File: src/rtl/brc_pkg.sv
package brc_pkg;

  typedef enum logic [1:0] {
    ST_IDLE  = 2'd0,
    ST_FIRST = 2'd1,
    ST_NEXT  = 2'd2,
    ST_GAP   = 2'd3
  } brc_state_e;

  // log2 of the transfer size in bytes for a size code
  function automatic logic [2:0] size_log2(input logic [2:0] code);
    case (code)
      3'd0:    size_log2 = 3'd0;
      3'd1:    size_log2 = 3'd1;
      3'd2:    size_log2 = 3'd2;
      3'd3:    size_log2 = 3'd4;
      3'd4:    size_log2 = 3'd5;
      3'd5:    size_log2 = 3'd6;
      default: size_log2 = 3'd0;
    endcase
  endfunction

endpackage

File: src/rtl/brc_plan.sv
module brc_plan #(
  parameter int IDX_W = 6
) (
  input  logic [2:0]       size_code,
  input  logic [1:0]       width_code,
  input  logic [1:0]       mode,
  input  logic             is_write,
  input  logic             start_bit2,
  output logic [IDX_W-1:0] last_idx,
  output logic [IDX_W-1:0] grp_mask,
  output logic             split,
  output logic [1:0]       wlog
);
  import brc_pkg::*;

  logic [2:0]     slog;
  logic [2:0]     blog;
  logic [2:0]     glog;
  logic           line;
  logic [IDX_W:0] beats_sh;
  logic [IDX_W:0] grp_sh;

  always_comb begin
    case (width_code)
      2'd0:    wlog = 2'd0;
      2'd1:    wlog = 2'd1;
      default: wlog = 2'd2;
    endcase
    slog = size_log2(size_code);
    if (is_write && slog > 3'd2) slog = 3'd2;
    blog = (slog > {1'b0, wlog}) ? slog - {1'b0, wlog} : 3'd0;
    line = (slog >= 3'd4) && !is_write;
    glog  = 3'd0;
    split = 1'b0;
    if (line) begin
      case (wlog)
        2'd0: glog = (mode == 2'd1) ? 3'd2 : 3'd4;
        2'd1: begin
          case (mode)
            2'd1:    glog = 3'd1;
            2'd2:    begin glog = 3'd2; split = start_bit2; end
            default: glog = 3'd3;
          endcase
        end
        default: glog = 3'd2;
      endcase
    end
    beats_sh = (IDX_W+1)'(1) << blog;
    grp_sh   = (IDX_W+1)'(1) << glog;
    last_idx = IDX_W'(beats_sh - (IDX_W+1)'(1));
    grp_mask = IDX_W'(grp_sh - (IDX_W+1)'(1));
  end

endmodule

File: src/rtl/brc_wait_cnt.sv
module brc_wait_cnt #(
  parameter int W = 4
) (
  input  logic         clk,
  input  logic         rst_n,
  input  logic         load,
  input  logic [W-1:0] load_val,
  input  logic         dec,
  output logic         zero
);
  logic [W-1:0] cnt_q, cnt_d;

  always_comb begin
    cnt_d = cnt_q;
    if (load)     cnt_d = load_val;
    else if (dec) cnt_d = cnt_q - W'(1);
  end

  always_ff @(posedge clk or negedge rst_n) begin
    if (!rst_n) cnt_q <= '0;
    else        cnt_q <= cnt_d;
  end

  assign zero = (cnt_q == '0);

endmodule

File: src/rtl/burst_rom_rd_ctrl.sv
module burst_rom_rd_ctrl #(
  parameter int ADDR_W = 24,
  parameter int DATA_W = 32,
  parameter int FW_W   = 4,
  parameter int NW_W   = 2,
  parameter int IDX_W  = 6
) (
  input  logic              clk,
  input  logic              rst_n,
  input  logic              req_valid,
  input  logic              req_write,
  input  logic [ADDR_W-1:0] req_addr,
  input  logic [2:0]        req_size,
  input  logic [DATA_W-1:0] req_wdata,
  input  logic [1:0]        cfg_bus_width,
  input  logic [1:0]        cfg_burst_mode,
  input  logic [FW_W-1:0]   cfg_first_wait,
  input  logic [NW_W-1:0]   cfg_next_wait,
  output logic              busy,
  output logic              rd_valid,
  output logic [DATA_W-1:0] rd_data,
  output logic [ADDR_W-1:0] rom_addr,
  output logic              rom_cs_n,
  output logic              rom_rd_n,
  output logic              rom_we_n,
  output logic              rom_bs_n,
  output logic [DATA_W-1:0] rom_wdata,
  input  logic [DATA_W-1:0] rom_data,
  input  logic              rom_wait
);
  import brc_pkg::*;

  brc_state_e        state_q, state_d;
  logic [IDX_W-1:0]  last_q, gmask_q, idx_q;
  logic              split_q, wr_q;
  logic [1:0]        wlog_q;
  logic [FW_W-1:0]   fw_q;
  logic [NW_W-1:0]   nw_q;
  logic [ADDR_W-1:0] addr_q;
  logic [DATA_W-1:0] wbuf_q, wbuf_shift;
  logic              rdv_q;
  logic [DATA_W-1:0] rdata_q;

  logic [IDX_W-1:0]  p_last, p_mask;
  logic              p_split;
  logic [1:0]        p_wlog;
  logic [ADDR_W-1:0] start_addr;

  logic              accept, in_beat, beat_done, is_last, grp_end;
  logic              w_load, w_zero, w_dec;
  logic [FW_W-1:0]   w_val;

  brc_plan #(.IDX_W(IDX_W)) u_plan (
    .size_code  (req_size),
    .width_code (cfg_bus_width),
    .mode       (cfg_burst_mode),
    .is_write   (req_write),
    .start_bit2 (req_addr[2]),
    .last_idx   (p_last),
    .grp_mask   (p_mask),
    .split      (p_split),
    .wlog       (p_wlog)
  );

  brc_wait_cnt #(.W(FW_W)) u_wait (
    .clk      (clk),
    .rst_n    (rst_n),
    .load     (w_load),
    .load_val (w_val),
    .dec      (w_dec),
    .zero     (w_zero)
  );

  assign start_addr = req_addr & ~((ADDR_W'(1) << p_wlog) - ADDR_W'(1));
  assign accept     = (state_q == ST_IDLE) && req_valid;
  assign in_beat    = (state_q == ST_FIRST) || (state_q == ST_NEXT);
  assign beat_done  = ((state_q == ST_FIRST) && w_zero && !rom_wait) ||
                      ((state_q == ST_NEXT) && w_zero);
  assign is_last    = (idx_q == last_q);
  // 2-4-2 split ends groups at chunk beats 1, 5 and 7
  assign grp_end    = is_last ||
                      (split_q ? (idx_q[0] && (idx_q[2:0] != 3'd3))
                               : ((idx_q & gmask_q) == gmask_q));
  assign w_dec      = in_beat && !w_zero && !w_load;

  always_comb begin
    state_d = state_q;
    w_load  = 1'b0;
    w_val   = fw_q;
    case (state_q)
      ST_IDLE: if (req_valid) begin
        state_d = ST_FIRST;
        w_load  = 1'b1;
        w_val   = cfg_first_wait;
      end
      ST_FIRST, ST_NEXT: if (beat_done) begin
        if (is_last)      state_d = ST_IDLE;
        else if (grp_end) state_d = ST_GAP;
        else begin
          state_d = ST_NEXT;
          w_load  = 1'b1;
          w_val   = FW_W'(nw_q);
        end
      end
      default: begin
        state_d = ST_FIRST;
        w_load  = 1'b1;
        w_val   = fw_q;
      end
    endcase
  end

  always_comb begin
    case (wlog_q)
      2'd0:    wbuf_shift = wbuf_q >> 8;
      2'd1:    wbuf_shift = wbuf_q >> 16;
      default: wbuf_shift = wbuf_q >> 32;
    endcase
  end

  always_ff @(posedge clk or negedge rst_n) begin
    if (!rst_n) state_q <= ST_IDLE;
    else        state_q <= state_d;
  end

  always_ff @(posedge clk or negedge rst_n) begin
    if (!rst_n) begin
      last_q  <= '0;
      gmask_q <= '0;
      split_q <= 1'b0;
      wlog_q  <= '0;
      wr_q    <= 1'b0;
      fw_q    <= '0;
      nw_q    <= '0;
    end else if (accept) begin
      last_q  <= p_last;
      gmask_q <= p_mask;
      split_q <= p_split;
      wlog_q  <= p_wlog;
      wr_q    <= req_write;
      fw_q    <= cfg_first_wait;
      nw_q    <= cfg_next_wait;
    end
  end

  always_ff @(posedge clk or negedge rst_n) begin
    if (!rst_n) begin
      addr_q <= '0;
      idx_q  <= '0;
      wbuf_q <= '0;
    end else if (accept) begin
      addr_q <= start_addr;
      idx_q  <= '0;
      wbuf_q <= req_wdata;
    end else if (beat_done) begin
      addr_q <= is_last ? addr_q : addr_q + (ADDR_W'(1) << wlog_q);
      idx_q  <= idx_q + IDX_W'(1);
      wbuf_q <= wbuf_shift;
    end
  end

  always_ff @(posedge clk or negedge rst_n) begin
    if (!rst_n) rdv_q <= 1'b0;
    else        rdv_q <= beat_done && !wr_q;
  end

  always_ff @(posedge clk or negedge rst_n) begin
    if (!rst_n)                    rdata_q <= '0;
    else if (beat_done && !wr_q)   rdata_q <= rom_data;
  end

  assign busy      = (state_q != ST_IDLE);
  assign rd_valid  = rdv_q;
  assign rd_data   = rdata_q;
  assign rom_addr  = addr_q;
  assign rom_cs_n  = !in_beat;
  assign rom_rd_n  = !(in_beat && !wr_q);
  assign rom_we_n  = !(in_beat && wr_q);
  assign rom_bs_n  = !(state_q == ST_FIRST);
  assign rom_wdata = wbuf_q;

endmodule

File: config.mk
export PLATFORM = sky130hd
export DESIGN_NAME = burst_rom_rd_ctrl
export DESIGN_NICKNAME = d
export VERILOG_FILES = /design/src/rtl/brc_pkg.sv /design/src/rtl/brc_plan.sv /design/src/rtl/brc_wait_cnt.sv /design/src/rtl/burst_rom_rd_ctrl.sv
export SDC_FILE = /design/constraint.sdc
export NUM_CORES = 1
export LEC_CHECK = 0
export BUFFER_PORTS_ARGS = -buffer_cell sky130_fd_sc_hd__buf_2
export CAP_MARGIN = 40
export CORE_ASPECT_RATIO = 1.5
export CORE_MARGIN = 2
export CORE_UTILIZATION = 30
export DETAILED_ROUTE_END_ITERATION = 7
export RECOVER_POWER = 25
export SYNTH_ARGS = -nofsm -noshare
export SYNTH_HDL_FRONTEND = slang
export SYNTH_HIERARCHICAL = 1
export SYNTH_SLANG_ARGS = --single-unit
export TNS_END_PERCENT = 5
File: constraint.sdc
create_clock -name clk -period 3.7 [get_ports clk]
set_input_delay 0.74 -clock clk [delete_from_list [all_inputs] [get_ports clk]]
set_output_delay 0.74 -clock clk [all_outputs]
set_load 0.02 [all_outputs]
==> results.sh, run 1 <==
export IMPL_setup_ws_ns=0.4324
export IMPL_crit_slowest_cell="fa_1"
export IMPL_cts_resized_gates=0
export IMPL_hold_ws_ns=0.4797
export IMPL_htree_levels=4
export IMPL_netlist_area_um2=6700
export IMPL_die_h_um=187.0
export IMPL_synth_seq_cells=123
export IMPL_synth_top_cell_area_share=0.4594
export IMPL_cp_cell_sequence="buf_2 > inv_1 > ha_1 > nand2_1 > o31a_1 > o21ai_0 > inv_1 > fa_1 > or3_4 > a211o_1 > ha_1 > and4_1 > nor4_1 > nand2_1 > nand2_1"
export IMPL_period_needed_ns=3.268
export IMPL_area_growth_pct=29.43
export IMPL_relSlewSlack=-0.9649
export IMPL_tightestPinTransition_ns=2.947
export IMPL_final_period_utilization=0.8831
export IMPL_totalPowerFinal_uw=7161
export IMPL_std_cell_rows=67
export IMPL_crit_path_end_kind="register"
export IMPL_routedWlPerCell_um=15.60
export IMPL_peakVddDrop_mv=0.3463
export IMPL_ys_types=71
export IMPL_clk_path_buf_depth=2
export IMPL_crit_top_cell="nand2_1"
export IMPL_clkTransAtPathRegs_ns=0.06
export IMPL_critPathBufInv=3
export IMPL_status="finished with violations"
export IMPL_place_hpwl_um=13540
export IMPL_multi_input_area_um2=3368
export IMPL_start_kind="primary input"
export IMPL_synth_area_leaders="dfrtp_1, nand2_1, mux2_2, mux2i_1, a21oi_1"
export IMPL_final_max_slew_viol_count=51
export IMPL_synthCells=712
export IMPL_routed_via_count=5966
export IMPL_dr_pass1_iters=5
export IMPL_die_w_um=126.0
export IMPL_rsz0062_at_grt="false"
export IMPL_avgSynthCellArea_um2=9.410
export IMPL_hold_viol=0
export IMPL_synthFlopType="dfrtp_1"
export IMPL_critical_path_top_delay_family="simple AND/OR/NAND/NOR gates"
export IMPL_grt_pass1_wl_um=30240
export IMPL_nets=1035
export IMPL_required_ns=4.05
export IMPL_power_leakage_uw=0.004155
export IMPL_vias_per_cell=4.968
export IMPL_grt_antenna_before_repair=1
export IMPL_place_congestion=0.7992
export IMPL_synth_top_area_cell="dfrtp_1"
export IMPL_grt_overflow_total=0
export IMPL_initial_core_util=0.3027
export IMPL_gr_usage_all_layers=0.1591
export IMPL_crit_path_max_incr_delay_ns=0.41
export IMPL_io_buffers=199
export IMPL_drv_cap=1
export IMPL_hp_class="register to register"
export IMPL_cts_sinks=123
export IMPL_yosys_warnings=6
export IMPL_drive_gt1_frac=0.3344
export IMPL_powerDensity_nw_per_um2=825.8
export IMPL_setup_viol_count_final=0
export IMPL_ff_latch_area_um2=3078
export IMPL_die_area_um2=23570
export IMPL_clkLatencyLatePin_ns=0.42
export IMPL_postCtsSetupRepairBufs=0
export IMPL_cts_tree="done"
export IMPL_core_um2=22130
export IMPL_fin_setup_tns_ns=0
export IMPL_cp_arrival_ns=3.62
export IMPL_ant_nets=0
export IMPL_io_pin_count=200
export IMPL_cts_root_buf="clkbuf_16"
export IMPL_async_flop_share=1.000
export IMPL_crit_type="primary input to register"
export IMPL_dr_first_iter_drc_count=163
export IMPL_crit_fanout=4
export IMPL_fillerInstances=2271
export IMPL_dp_slack_ns=-0.02716
export IMPL_cts_hold_buf=0
export IMPL_finalClockSkew_ns=0.01147
export IMPL_finalWirelength_um=18730
export IMPL_max_freq_ghz=0.3060
export IMPL_grt_pass1_vias=5861
export IMPL_drc_errors=0
export IMPL_grt_start_max_net_pins=67
export IMPL_yosysSeqAreaShare=0.4594
export IMPL_numCtsBuffers=17
export IMPL_violations="capacitance limit, slew limit"
export IMPL_synth_nets=836
export IMPL_synth_edff_count=0
area by class of cell:
| cell class | count | area share |
|---|---|---|
| antenna | 1 | 0.0002886 |
| inverter | 25 | 0.01082 |
| sequential | 123 | 0.3549 |
| tap | 276 | 0.03982 |
| multi-input combinational | 523 | 0.3884 |
| clock inverter | 14 | 0.01991 |
| timing repair buffer | 221 | 0.1352 |
| clock buffer | 18 | 0.05064 |
synthesized netlist by cell type (all sizes together) (4+ instances only):
cell and n:
mux2i 22, nor2b 8, clkbuf 29, nor3b 4, buf 12, nor2 52, a31oi 20, xor2 7
xnor2 12, a21oi 42, nand2 120, dfrtp 123, or3 5, nand2b 5, ha 16, inv 25
mux2 34, or4 11, and2 7, o21ai 42, o211ai 9, nor3 18, and4 6, nand4 6
nand3 21, o31ai 7
report_power, final:
part	leakage [uW]	internal, uW	switching (uW)
sequential	0.00153	1950	517
combinational	0.00233	1200	1760
clock	0.000296	1080	653
registers in the layout, summed over array words and instances, names as in the netlist, 4 cells and up:
signal        flops
idx_q             6
rd_data          32
rom_addr         24
u_wait/cnt_q      4
gmask_q           6
last_q            6
fw_q              4
rom_wdata        32
worst register-to-register path, delay by kind of cell (launching register included):
kind                     cells  cell delay (ns)
multiplexers                 1             0.32
flip-flops                   1             0.42
adder cells (fa/ha/maj)      1             0.15
AND/OR/NAND/NOR              2             1.08
buffers and inverters        2             0.24
AO/OA/AOI/OAI                3             0.58
final timing paths:
path,startpoint,end,slack [ns],depth (start not counted)
worst max-delay path,req_size[1],last_q[4],0.43,15
worst min-delay path,gmask_q[1],gmask_q[1],0.48,2
worst max register to register,u_wait/cnt_q[0],u_wait/cnt_q[3],0.79,9
worst min register to register,gmask_q[1],gmask_q[1],0.48,2
max in group asynchronous,rst_n,rd_data[29],0.75,1
min in group asynchronous,rst_n,rom_wdata[3],1.29,1
layout by cell type (no fill, tap or decap), types with 3 or more instances in the layout:
cell / Yosys / routed
buf_2: 6 / 198
dfrtp_1: 123 / 123
nand2_1: 119 / 118
nor2_1: 52 / 51
a21oi_1: 41 / 41
o21ai_0: 40 / 40
mux2_2: 34 / 34
inv_1: 25 / 25
mux2i_1: 22 / 22
buf_4: 2 / 21
nand3_1: 20 / 20
a31oi_1: 20 / 20
nor3_1: 18 / 18
clkbuf_16: 0 / 17
ha_1: 16 / 16
xnor2_1: 12 / 12
or4_1: 11 / 11
o211ai_1: 9 / 9
nor2b_1: 8 / 8
xor2_1: 7 / 7
o31ai_1: 7 / 7
clkinv_4: 0 / 6
nand4_1: 5 / 5
nand2b_1: 5 / 5
and2_2: 3 / 4
or3_1: 4 / 4
nor3b_1: 4 / 4
and4_4: 3 / 3
a21o_1: 3 / 3
and4_1: 3 / 3
nand3b_1: 3 / 3
a22o_1: 3 / 3
a31o_2: 3 / 3
clkinv_2: 0 / 3
bufinv_16: 0 / 3
cell families (layout without fill, tap and decap cells):
| family | Yosys count | after routing | share of synthesized area |
|---|---|---|---|
| AO/OA/AOI/OAI | 152 | 152 | 0.1444 |
| XOR/XNOR | 19 | 19 | 0.02484 |
| adder cells (fa/ha/maj) | 18 | 18 | 0.03585 |
| buffers and inverters | 66 | 278 | 0.04146 |
| flip-flops | 123 | 123 | 0.4594 |
| multiplexers | 56 | 56 | 0.09001 |
| other | 1 | 2 | 0.0005597 |
| AND/OR/NAND/NOR | 277 | 277 | 0.2036 |
layer usage:
metal	vias up	part of all wire	track usage
li1	2908	-	-
met1	2866	0.44	0.1948
met3	19	0.045	0.02975
met4	0	0.016	0.06171
met2	173	0.50	0.2752
met5	-	0	0
metrics by stage:
step | cell area [um2] | std cells | util
2_1_floorplan | 6700 | 712 | -
3_3_place_gp | 8054 | 1167 | 0.3639
3_5_place_dp | 8061 | 1168 | 0.3643
4_1_cts | 8673 | 1200 | 0.3919
5_1_grt | 8672 | 1201 | 0.3918
6_report | 8672 | 1201 | 0.3918
Power figures use the tool's default switching activity.
==> run 2: changes to the inputs <==
- CORE_UTILIZATION: 30 -> 52
- PLACE_DENSITY: unset -> 0.8
==> run 2 against run 1 <==
Against the previous run: the run still ends with capacitance limit, slew limit left; sequential share of layout area is 0.86 points higher; via count is 2.1% higher; register-to-register slack worse by 0.23 ns; global-route usage is 11 points higher; die area is 41% lower; critical path depth stayed put; first-iteration DRC count is 77% higher; cell area is 2.4% lower; wire length is 3.3% lower; cell count is 11% lower; total power is 0.37% higher; non-clock buffer count is 7 lower; critical endpoint unchanged.
==> results.sh, run 2 (synthesized netlist as in run 1, its figures left out) <==
export IMPL_status="finished with violations"
export IMPL_violations="capacitance limit, slew limit"
export IMPL_cts_resized_gates=0
export IMPL_crit_type="primary input to register"
export IMPL_die_area_um2=13830
export IMPL_grt_overflow_total=0
export IMPL_place_congestion=0.8557
export IMPL_clkTransAtPathRegs_ns=0.06
export IMPL_start_kind="primary input"
export IMPL_peakVddDrop_mv=0.3936
export IMPL_routed_via_count=6093
export IMPL_rsz0062_at_grt="false"
export IMPL_hold_viol=0
export IMPL_clk_path_buf_depth=2
export IMPL_cts_sinks=123
export IMPL_dp_slack_ns=-0.04427
export IMPL_required_ns=4.04
export IMPL_nets=1028
export IMPL_clkLatencyLatePin_ns=0.41
export IMPL_setup_ws_ns=0.3757
export IMPL_fillerInstances=1049
export IMPL_relSlewSlack=-0.1410
export IMPL_grt_pass1_wl_um=29470
export IMPL_grt_start_max_net_pins=85
export IMPL_hp_class="register to register"
export IMPL_cts_root_buf="clkbuf_16"
export IMPL_drc_errors=0
export IMPL_crit_slowest_cell="or3_4"
export IMPL_drive_gt1_frac=0.3304
export IMPL_reg2reg_from="u_wait/cnt_q[0]"
export IMPL_layout_commonest_cell="buf_2"
export IMPL_finalClockSkew_ns=0.01005
export IMPL_worstSetupStartpoint="req_size[1]"
export IMPL_cts_tree="done"
export IMPL_cts_hold_buf=0
export IMPL_place_hpwl_um=13140
export IMPL_core_um2=12510
export IMPL_period_needed_ns=3.324
export IMPL_final_period_utilization=0.8985
export IMPL_totalPowerFinal_uw=7188
export IMPL_min_from="gmask_q[2]"
export IMPL_crit_top_cell="ha_1"
export IMPL_finalWirelength_um=18110
export IMPL_dr_first_iter_drc_count=288
export IMPL_postCtsSetupRepairBufs=0
export IMPL_die_h_um=143.0
export IMPL_routedWlPerCell_um=16.86
export IMPL_vias_per_cell=5.673
export IMPL_power_leakage_uw=0.004131
export IMPL_htree_levels=4
export IMPL_final_max_slew_viol_count=71
export IMPL_tightestPinTransition_ns=1.711
export IMPL_powerDensity_nw_per_um2=848.9
export IMPL_io_buffers=199
export IMPL_max_freq_ghz=0.3008
export IMPL_initial_core_util=0.5355
export IMPL_ant_nets=0
export IMPL_dr_pass1_iters=5
export IMPL_setup_viol_count_final=0
export IMPL_numCtsBuffers=17
export IMPL_cp_cell_sequence="buf_2 > inv_1 > ha_1 > nor2_1 > nor3_1 > o21ai_0 > ha_1 > fa_1 > or3_4 > a211o_1 > ha_1 > and4_1 > nor4_1 > nand2_1 > nand2_1"
export IMPL_crit_path_max_incr_delay_ns=0.41
export IMPL_area_growth_pct=26.37
export IMPL_final_cell_mix="buf_2, dfrtp_1, nand2_1"
export IMPL_crit_path_end_kind="register"
export IMPL_drv_cap=1
export IMPL_gr_usage_all_layers=0.2648
export IMPL_cp_arrival_ns=3.67
export IMPL_io_pin_count=200
export IMPL_die_w_um=96.68
export IMPL_crit_fanout=5
export IMPL_grt_pass1_vias=6039
export IMPL_grt_antenna_before_repair=1
export IMPL_std_cell_rows=50
## run 2: cell count changes in the layout (fill, tap and decap cells not counted)
cell      previous run  this run
inv_6                0         2
nor2_2               0         1
buf_12               1         0
clkbuf_2             0         2
clkinv_4             6         3
buf_16               0         1
buf_4               21        13
nor2_4               1         0
clkbuf_1             1         0
clkinv_2             3         4
## run 2: critical path: cells and delay by family
| family | cells | cell delay (ns) |
|---|---|---|
| AOI/OAI and AO/OA | 2 | 0.41 |
| buffers and inverters | 2 | 0.15 |
| adders and majority gates | 4 | 1.18 |
| and+or+nand+nor | 7 | 1.19 |
## run 2: metal layers
metal / GRT usage / wire length, um / share of wire
met1: 0.3067 / 7067 / 0.39
met2: 0.4766 / 9410 / 0.52
met3: 0.05825 / 1124 / 0.062
met4: 0.1045 / 505 / 0.028
met5: 0 / 0 / 0
## run 2: layout make-up
class                   count  area (um2)  share of cell area
multi-input cells         523        3363              0.3972
repair buffers            214        1126              0.1330
inverters                  25       93.84             0.01108
diodes                      1       2.502           0.0002956
clock buffers              18       439.2             0.05187
flip-flops and latches    123        3078              0.3635
well taps                 156       195.2             0.02305
clock inverters            14       168.9             0.01995
## run 2: power breakdown
part	internal [uW]	switching, uW
sequential	1960	530
clock	1080	627
combinational	1190	1810
## run 2: stage by stage
stage	std cells	cell area, um2	hold slack [ns]	util	TNS [ns]
after floorplan	712	6700	0.4380	-	0
after global placement	1039	7839	0.4639	0.6265	0
after detailed placement	1041	7874	0.4694	0.6293	-0.04427
after CTS	1073	8482	0.3881	0.6779	0
after global routing	1074	8467	0.5045	0.6767	0
final	1074	8467	0.4766	0.6767	0
## run 2: path summary, 6_finish.rpt
path                            endpoint  slack [ns]  cells after the start
hold reg to reg               gmask_q[2]        0.48                      2
setup / recovery               last_q[4]        0.38                     15
setup reg to reg            rom_addr[18]        0.56                      8
min in group asynchronous        fw_q[2]        0.63                      1
hold / removal                gmask_q[2]        0.48                      2
max in group asynchronous  rom_wdata[30]        0.72                      2
==> run 3: changes to the inputs <==
- ABC_AREA: unset -> 1
- CORE_UTILIZATION: 52 -> 53
- PLACE_DENSITY: 0.8 -> 0.81
==> run 3 against run 2 <==
Against the previous run: the flow still finishes with violations (capacitance limit, slew limit); cell area is 1.9% higher; hold slack lost 0.011 ns; clock skew hardly changed; critical endpoint is now rd_data[27].
==> results.sh, run 3 <==
export IMPL_status="finished with violations"
export IMPL_violations="capacitance limit, slew limit"
export IMPL_yosys_warnings=6
export IMPL_gr_usage_all_layers=0.2623
export IMPL_finalWirelength_um=18420
export IMPL_setup_viol_count_final=0
export IMPL_cts_sinks=123
export IMPL_cp_arrival_ns=3.28
export IMPL_final_period_utilization=0.8087
export IMPL_nets=1229
export IMPL_hold_viol=0
export IMPL_area_growth_pct=24.59
export IMPL_numCtsBuffers=17
export IMPL_place_hpwl_um=13060
export IMPL_powerDensity_nw_per_um2=905.9
export IMPL_routedWlPerCell_um=14.42
export IMPL_final_cell_mix="nand2_1, buf_2, dfrtp_1"
export IMPL_htree_levels=4
export IMPL_avgSynthCellArea_um2=7.577
export IMPL_synth_edff_count=0
export IMPL_die_area_um2=14020
export IMPL_die_h_um=144
export IMPL_yosysMostFrequentCell="nand2_1"
export IMPL_synthTopCellsByCount="nand2_1, dfrtp_1, inv_1"
export IMPL_synth_nets=1038
export IMPL_totalPowerFinal_uw=7816
export IMPL_io_buffers=199
export IMPL_crit_fanout=32
export IMPL_postCtsSetupRepairBufs=0
export IMPL_cts_hold_buf=0
export IMPL_start_kind="register"
export IMPL_drc_errors=0
export IMPL_peakVddDrop_mv=0.4593
export IMPL_vias_per_cell=5.220
export IMPL_synth_area_leaders="dfrtp_1, nand2_1, inv_1, o21ai_0, nand3_1"
export IMPL_rsz0062_at_grt="false"
export IMPL_netlist_area_um2=6925
export IMPL_async_flop_share=1.000
export IMPL_final_design_area_no_fill_um2=8628
export IMPL_grt_pass1_wl_um=29680
export IMPL_synth_seq_cells=123
export IMPL_period_needed_ns=2.992
export IMPL_whs_path_depth=2
export IMPL_initial_core_util=0.5373
export IMPL_yosysSeqAreaShare=0.4444
export IMPL_finalClockSkew_ns=0.009633
export IMPL_final_max_slew_viol_count=39
export IMPL_drive_gt1_frac=0.2567
export IMPL_dr_pass1_iters=5
export IMPL_synthCells=914
export IMPL_synth_top_cell_area_share=0.4444
export IMPL_synthFlopType="dfrtp_1"
export IMPL_ys_types=47
export IMPL_grt_start_max_net_pins=56
export IMPL_ant_nets=0
export IMPL_io_pin_count=200
export IMPL_crit_type="register to register"
export IMPL_layout_commonest_cell="nand2_1"
export IMPL_power_leakage_uw=0.004627
export IMPL_grt_overflow_total=0
export IMPL_grt_pass1_vias=6451
export IMPL_dr_first_iter_drc_count=295
export IMPL_clkTransAtPathRegs_ns=0.05
export IMPL_synth_top_area_cell="dfrtp_1"
export IMPL_routed_via_count=6671
export IMPL_clk_path_buf_depth=2
export IMPL_die_w_um=97.34
export IMPL_hp_class="register to register"
export IMPL_required_ns=3.98
export IMPL_place_congestion=0.8524
export IMPL_max_freq_ghz=0.3342
export IMPL_grt_antenna_before_repair=1
export IMPL_relSlewSlack=-0.5163
export IMPL_cts_root_buf="clkbuf_16"
export IMPL_crit_path_end_kind="register"
export IMPL_dpl_cell_area_um2=8015
export IMPL_tightestPinTransition_ns=2.274
export IMPL_fin_util=0.6694
export IMPL_clkLatencyLatePin_ns=0.41
export IMPL_std_cell_rows=51
export IMPL_fillerInstances=1157
export IMPL_core_um2=12890
export IMPL_drv_cap=1
export IMPL_fin_setup_tns_ns=0
export IMPL_reg2regPathDepth=11
export IMPL_cts_tree="done"
export IMPL_cts_resized_gates=0
-- run 3: cell types whose count changed in the layout (fill, tap and decap cells not counted), sizes merged, moves of 11 or more --
cell,delta
a31oi,-19
or4,-11
nand3,+37
nand2,+227
mux2,-29
o21ai,+27
mux2i,-22
inv,+81
a21oi,-29
o22ai,+15
-- run 3: worst max-delay path, cell delays in order, from the launching register on --
cell      delay (ns)
dfrtp_1         0.38
inv_1           0.12
ha_1            0.19
nor3b_1         0.38
nand3b_1        0.12
nand2_1         0.07
buf_4           0.20
inv_1           0.19
nor2_2          0.56
inv_2           0.41
nand2_1         0.14
nand2_1         0.08
-- run 3: final cells by class --
cell class,instances,area (um2),share of cell area
Tap cell,159,198.9,0.02306
Clock buffer,17,425.4,0.04930
Clock inverter,15,188.9,0.02190
Sequential cell,123,3078,0.3567
Inverter,104,391.6,0.04539
Timing Repair Buffer,207,1067,0.1237
Multi-Input combinational cell,652,3276,0.3796
Antenna cell,1,2.502,0.0002900
-- run 3: where the power goes --
group / internal, uW / switching, uW
Combinational: 1220 / 2450
Sequential: 1950 / 458
Clock: 1070 / 664
Total: 4240 / 3580
-- run 3: final timing paths --
path	from	endpoint	slack, ns
setup / recovery	u_wait/cnt_q[0]	rd_data[27]	0.71
max in group asynchronous	rst_n	rd_data[23]	1.27
hold / removal	rd_data[24]	rd_data[24]	0.47
min in group asynchronous	rst_n	rom_wdata[31]	1.01
setup reg to reg	u_wait/cnt_q[0]	rd_data[27]	0.71
hold reg to reg	rd_data[24]	rd_data[24]	0.47
-- run 3: kinds of logic after synthesis --
logic type / Yosys count / synth area share
buffers and inverters: 139 / 0.08293
adders and majority gates: 18 / 0.03469
DFF: 123 / 0.4444
other: 1 / 0.0005415
AOI/OAI and AO/OA: 130 / 0.1154
and+or+nand+nor: 485 / 0.2974
xor gates and xnor gates: 13 / 0.01644
muxes: 5 / 0.008130
-- run 3: per-stage QoR --
stage                     hold WS (ns)  instances  setup slack (ns)
after floorplan                 0.4444        914            0.8131
after global placement          0.4498       1245            0.5588
after detailed placement        0.4537       1245            0.4738
after CTS                       0.3134       1277            0.6418
after global routing            0.4859       1278            0.3827
final                           0.4656       1278            0.7079
-- run 3: metal layers --
layer	track usage	wire length [um]	vias to the layer above
li1	-	-	3320
met1	0.2944	7151	3113
met2	0.4836	9949	195
met3	0.04398	732	43
met4	0.1279	590	0
met5	0	0	-
